==> config.mk <==
export PLATFORM = sky130hd
export DESIGN_NAME = dr_cc_adder
export DESIGN_NICKNAME = d
export VERILOG_FILES = /design/src/rtl/dr_cc_pkg.sv /design/src/rtl/dr_cc_stage.sv /design/src/rtl/dr_cc_detect.sv /design/src/rtl/dr_cc_adder.sv
export SDC_FILE = /design/constraint.sdc
export NUM_CORES = 1
export LEC_CHECK = 0
export ABC_CLOCK_PERIOD_IN_PS = 1000
export BUFFER_PORTS_ARGS = -buffer_cell sky130_fd_sc_hd__clkbuf_2
export CELL_PAD_IN_SITES_DETAIL_PLACEMENT = 1
export CELL_PAD_IN_SITES_GLOBAL_PLACEMENT = 1
export CORE_MARGIN = 1.5
export CORE_UTILIZATION = 30
export CTS_CLUSTER_DIAMETER = 60
export CTS_CLUSTER_SIZE = 25
export DETAILED_ROUTE_END_ITERATION = 7
export GPL_TIMING_DRIVEN = 0
export PLACE_DENSITY = 0.74
export SYNTH_ARGS = -nofsm -noshare
export SYNTH_HDL_FRONTEND = slang
export SYNTH_SLANG_ARGS = --single-unit
export TNS_END_PERCENT = 30
==> constraint.sdc <==
create_clock -name clk -period 1 [get_ports clk]
set_input_delay 0.1 -clock clk [delete_from_list [all_inputs] [get_ports clk]]
set_output_delay 0.1 -clock clk [all_outputs]
set_load 0.02 [all_outputs]
==> src/rtl/dr_cc_pkg.sv <==
package dr_cc_pkg;
  typedef struct packed {
    logic one;
    logic zero;
  } rail_t;

  localparam rail_t RAIL_NULL = '{one: 1'b0, zero: 1'b0};

  function automatic logic rail_known(input rail_t r);
    return r.one | r.zero;
  endfunction

  function automatic logic rail_bad(input rail_t r);
    return r.one & r.zero;
  endfunction
endpackage

==> src/rtl/dr_cc_stage.sv <==
module dr_cc_stage
  import dr_cc_pkg::*;
(
  input  logic  clk,
  input  logic  rst,
  input  logic  en,
  input  logic  a,
  input  logic  b,
  input  rail_t below,
  output rail_t q
);
  rail_t nxt;

  always_comb begin
    if (a == b) begin
      nxt.one  = a & b;
      nxt.zero = ~(a | b);
    end else begin
      nxt = below;
    end
  end

  always_ff @(posedge clk) begin
    if (rst || !en) q <= RAIL_NULL;
    else            q <= nxt;
  end
endmodule

==> src/rtl/dr_cc_detect.sv <==
module dr_cc_detect
  import dr_cc_pkg::*;
#(
  parameter int W = 16
) (
  input  rail_t [W-1:0] rails,
  output logic          all_known,
  output logic          any_bad
);
  logic [W-1:0] known_v;
  logic [W-1:0] bad_v;

  for (genvar i = 0; i < W; i++) begin : g_pos
    assign known_v[i] = rail_known(rails[i]);
    assign bad_v[i]   = rail_bad(rails[i]);
  end

  assign all_known = &known_v;
  assign any_bad   = |bad_v;
endmodule

==> src/rtl/dr_cc_adder.sv <==
module dr_cc_adder
  import dr_cc_pkg::*;
#(
  parameter int W = 16
) (
  input  logic         clk,
  input  logic         rst,
  input  logic         en,
  input  logic [W-1:0] a,
  input  logic [W-1:0] b,
  input  logic         cin_one,
  input  logic         cin_zero,
  output logic [W-1:0] sum,
  output logic         cout,
  output logic         done,
  output logic         rail_err
);
  localparam int TOP = W - 1;

  rail_t        cin_r;
  rail_t [W-1:0] rails;
  rail_t [W-1:0] below;
  logic  [W-1:0] carry_in;

  assign cin_r.one  = cin_one;
  assign cin_r.zero = cin_zero;

  for (genvar i = 0; i < W; i++) begin : g_bit
    if (i == 0) begin : g_lsb
      assign below[i]    = cin_r;
      assign carry_in[i] = cin_one;
    end else begin : g_up
      assign below[i]    = rails[i-1];
      assign carry_in[i] = rails[i-1].one;
    end

    dr_cc_stage u_stage (
      .clk   (clk),
      .rst   (rst),
      .en    (en),
      .a     (a[i]),
      .b     (b[i]),
      .below (below[i]),
      .q     (rails[i])
    );
  end

  dr_cc_detect #(.W(W)) u_detect (
    .rails     (rails),
    .all_known (done),
    .any_bad   (rail_err)
  );

  assign sum  = done ? (a ^ b ^ carry_in) : '0;
  assign cout = done & rails[TOP].one;
endmodule

After elaboration in Yosys (flattened, before gate mapping)

Index checks and enable logic that the tools add are counted.

Equality and inequality tests: 16
Reduce and logical (&&, ||, !) cells: 4
Muxes and demuxes: 17
Bitwise operators: 83

Operators by type and width:

| kind                 | number |
|---|---|
| 1-bit AND            | 33 |
| 2-bit two-way mux    | 16 |
| 1-bit OR             | 32 |
| 16-bit XOR           | 2 |
| 1-bit == test        | 16 |
| 16-bit two-way mux   | 1 |
| 1-bit NOT            | 16 |
| 16-bit AND reduction | 1 |
| 16-bit OR reduction  | 1 |
| 1-bit logical NOT    | 1 |
| 1-bit logical OR     | 1 |

Register bits after elaboration: 32
Output and inout bits: 19
Input port bits: 37
Word-level logic and storage cells: 152

Logic depth before layout (Yosys ltp)

Depth in word-level cells: 3
Mapped depth: 5
Gate-level depth less buffers: 4

Modules after synthesis

A second synthesis with hierarchy kept.

Cells, all modules: 232
Area total of the unflattened synthesis: 2352.3 um^2

By module, submodules not included:

| module       | instances | seq. area each (um^2) | cells each | area an instance (um^2) |
|---|---|---|---|---|
| dr_cc_stage  | 16        | 40.0                  | 11         | 106.4 |
| dr_cc_adder  | 1         | 0.0                   | 34         | 475.5 |
| dr_cc_detect | 1         | 0.0                   | 22         | 175.2 |

Least setup slack after synthesis

OpenSTA, ideal clock, no wires.

Kind: register to output
Start: register g_bit[2].u_stage.q[0] in the netlist's numbering
End: output sum[10]
Buffers on the path: 1
Stages on the path, launching flop included: 6
Data arrival time: 1128 ps
Required time: 900 ps
Setup slack: -228 ps
Cell sequence: dfxtp_1 o22ai_1 nor2_1 nand4_4 buf_6 nor2_2

Cells in the longest elaborated chain, start to end: 3

RTL lines:

| item                     | RTL line           | RTL |
|---|---|---|
| start: declaration       | dr_cc_stage.sv:10  | `output rail_t q` |
| start signal: assignment | dr_cc_stage.sv:25  | `else q <= nxt;` |
| 1-bit OR                 | dr_cc_pkg.sv:10    | `return r.one \| r.zero;` |
| 16-bit AND reduction     | dr_cc_detect.sv:18 | `assign all_known = &known_v;` |
| 16-bit two-way mux       | dr_cc_adder.sv:54  | `assign sum = done ? (a ^ b ^ carry_in) : '0;` |
| end: declaration         | dr_cc_adder.sv:13  | `output logic [W-1:0] sum,` |

No other way between the ends.

Final worst setup path

Start: register g_bit[9].u_stage.q[0] in the netlist's numbering
End: output rail_err

Cells in the longest elaborated chain, start to end: 2

RTL lines:

| item                     | RTL line           | RTL |
|---|---|---|
| start: declaration       | dr_cc_stage.sv:10  |  |
| start signal: assignment | dr_cc_stage.sv:25  |  |
| 1-bit AND                | dr_cc_pkg.sv:14    | `return r.one & r.zero;` |
| 16-bit OR reduction      | dr_cc_detect.sv:19 | `assign any_bad = \|bad_v;` |
| end: declaration         | dr_cc_adder.sv:16  | `output logic rail_err` |

No other way between the ends.

==> flow_summary.toml <==
[status]
status = "finished, violations left"
failed_checks = "setup timing"

[die]
rows = 28
core_area_mm2 = 0.006026
die_height_um = 82.86
io_pins = 56
die_area_mm2 = 0.006865
initial_core_util_pct = 31.75
die_w_um = 82.86

[clock_tree]
cts_max_level = 2
clkTransAtPathRegs_ns = 0.07
cts_tree = "done"
cts_sinks = 32
clock_latency_ns = 0.28
ctsHoldBuffers = 0
numCtsBuffers = 5
root_buffer = "clkbuf_8"
cts_buffer_depth = 2

[pwr]
switching_share_pct = 26.58
clockPowerShare_pct = 34.4
p_sw_mw = 0.7743
design_power_total_mw = 2.913
power_density_mw_per_mm2 = 995.8
seq_power_share_pct = 46.5
p_leak_nw = 1.437
internal-power_mw = 2.139
ir_drop_mv = 0.7062
combinationalPowerShare_pct = 19.1

[timing]
fin_hold_ws_ns = 0.07874
hold_viol_final = 0
fmax_mhz = 601.0
worstMarginPinSlew_ns = 0.6289
fin_worst_skew_ns = 0.006329
final-setup-viol-count = 19
slew_headroom_pct = 58.07
slew_viol_final = 0
rsz0062_at_grt = "yes"
period_share_pct = 166.4
min_period_ns = 1.664
setup_slack_ns = -0.6639

[synth]
synth_seq_cells = 32
syn_avg_cell_area_um2 = 9.287
netlist_area_mm2 = 0.001913
synth_fp_nets = 275
netlist.area_leader.share_pct = 33.49
yosys_warnings = 0
syn-instance-count = 206
ys_seq_area_share_pct = 33.49
yosysTopAreaCell = "dfxtp_1"
ys_types = 17
synthTopCellsByArea = "dfxtp_1, fa_1, ha_1"

[setup_path]
cp.required_ns = 0.90
critPathArrivalTime_ns = 1.56
crit_chain = "buf_4 > a22o_1 > a221oi_2 > nand4_1 > buf_4"
r2r-end = "g_bit[8].u_stage.q[1]$_SDFF_PP0_"
critPathMaxStageDelay_ns = 0.36
critPathMostFrequentCell = "buf_4"
cp_max_fo = 2
r2r_cells = 4
rr_startpoint = "g_bit[7].u_stage.q[1]$_SDFF_PP0_"
path_class = "register to output pin"
end_kind = "output pin"
startpoint_type = "register"
slowest_stage = "dfxtp_4"
r2r_slack_ns = 0

[layout]
final_cell_mix = "inv_1, clkbuf_2, nor2_1"
largest_reg_flops = 32
final_layout_size_suffix_gt1_share_pct = 52.96
multiInputGateArea_mm2 = 0.001239
syn_to_final_growth_pct = 52.91
top_register = "g_bit.u_stage.q"
seq_area_um2 = 691.9
final_common_cell = "inv_1"
nFillCells = 695
n_antenna_cell = 0
fin_nets = 355
reg_top3 = "g_bit.u_stage.q: 32 flops"

[placement]
gp_congestion = 0.7877
dpl.hpwl_um = 3640
port-buffer-count = 55

[drt]
dr.pass1.iters = 4
avgViaCountPerCell = 4.547
drt_wl_total_um = 5464
antenna_left = 0
drc = 0
drtIter0Drc = 78
wl_per_cell_um = 15.09
dr_total_vias = 1646

[global_route]
grtUsageMet1_pct = 19.18
grt.busiest_layer = "met2"
grt.met2_usage_pct = 28.68
grt_max_degree = 11
grt_usage_pct = 15.76
antenna_found_initial = 0
grt_pass1_wl_um = 8742
overflow = 0
use_met3_pct = 2.584
grt_pass1_vias = 1854

[worst_hold_path]
holdPathEnd = "g_bit[0].u_stage.q[0]$_SDFF_PP0_"
min_path_type = "primary input to register"
whs_path_depth = 3
min_from = "cin_zero"

[job]
cap_violations = 0
cells in the mapped netlist:
master and n:
inv_1 50, nor2_1 44, dfxtp_1 32, fa_1 16, ha_1 16, mux2i_1 16, nor2_2 8, o22ai_1 8
a221oi_1 4, a22o_1 3, clkbuf_1 3, a22o_2 1, buf_6 1, nand2b_1 1, nand4_1 1, nand4_4 1
nor2_4 1
kinds of logic (layout without fill, tap and decap cells):
logic type,count (synthesis),after routing,share of synthesized area (%)
and+or+nand+nor,56,56,13.60
buffers and inverters,54,135,10.99
adders and majority gates,32,32,27.21
DFF,32,32,33.49
AOI/OAI and AO/OA,16,16,6.344
muxes,16,16,8.371
layout make-up:
cell class / instances / area share, %
buffer: 4 / 1.069
clock buffer: 8 / 3.080
inverter: 50 / 6.416
multi-input combinational: 120 / 42.34
sequential: 32 / 23.65
tap: 75 / 3.208
timing repair buffer: 73 / 20.23
critical path, delay by kind of cell (launching register included):
family / cells / cell delay, ns
flip-flops: 1 / 0.36
buffers and inverters: 2 / 0.34
AND/OR/NAND/NOR: 1 / 0.18
AO/OA/AOI/OAI: 2 / 0.40
worst max path at each step:
stage	from	endpoint	slack (ns)	cells after the start
after global routing	g_bit[0].u_stage.q[1]$_SDFF_PP0_	sum[8]	-0.72	6
after global placement	g_bit[9].u_stage.q[1]$_SDFF_PP0_	sum[14]	-0.49	6
after CTS	g_bit[2].u_stage.q[1]$_SDFF_PP0_	sum[5]	-0.65	6
after floorplan	g_bit[1].u_stage.q[1]$_SDFF_PP0_	sum[2]	-0.20	3
final	g_bit[9].u_stage.q[0]$_SDFF_PP0_	rail_err	-0.66	5
after detailed placement	g_bit[9].u_stage.q[0]$_SDFF_PP0_	sum[13]	-0.50	6
power by group through the flow:
stage,Sequential (mW),Combinational [mW],Clock (mW)
detailed placement,1.38,0.465,0
finish,1.36,0.556,1.00
global route,1.36,0.628,1.08
floorplan,1.36,0.325,0
CTS,1.36,0.505,1.02
global placement,1.38,0.445,0
timing repair:
action / CTS / global route
endpoints found under the setup margin: 23 / 28
endpoints found under the hold margin: 0 / 0
gates cloned: 1 / 0
gates resized for setup: 72 / 60
pin swaps: 7 / 11
buffers inserted: 13 / 4
per-stage QoR:
step | utilization, % | cells | instance area (um^2) | setup TNS [ns] | setup WS [ns]
CTS | 45.49 | 358 | 2741 | -11.83 | -0.6451
floorplan | - | 206 | 1962 | -3.618 | -0.2015
global route | 48.55 | 362 | 2925 | -13.29 | -0.7183
global placement | 38.68 | 336 | 2331 | -8.159 | -0.4888
detailed placement | 38.68 | 336 | 2331 | -9.037 | -0.5028
finish | 48.55 | 362 | 2925 | -11.71 | -0.6639
routing by layer:
metal,wire length [um],up-vias
met1,2267,794
met4,33,0
met5,0,-
met2,2914,48
met3,249,4
li1,-,800
Power figures use the tool's default switching activity.
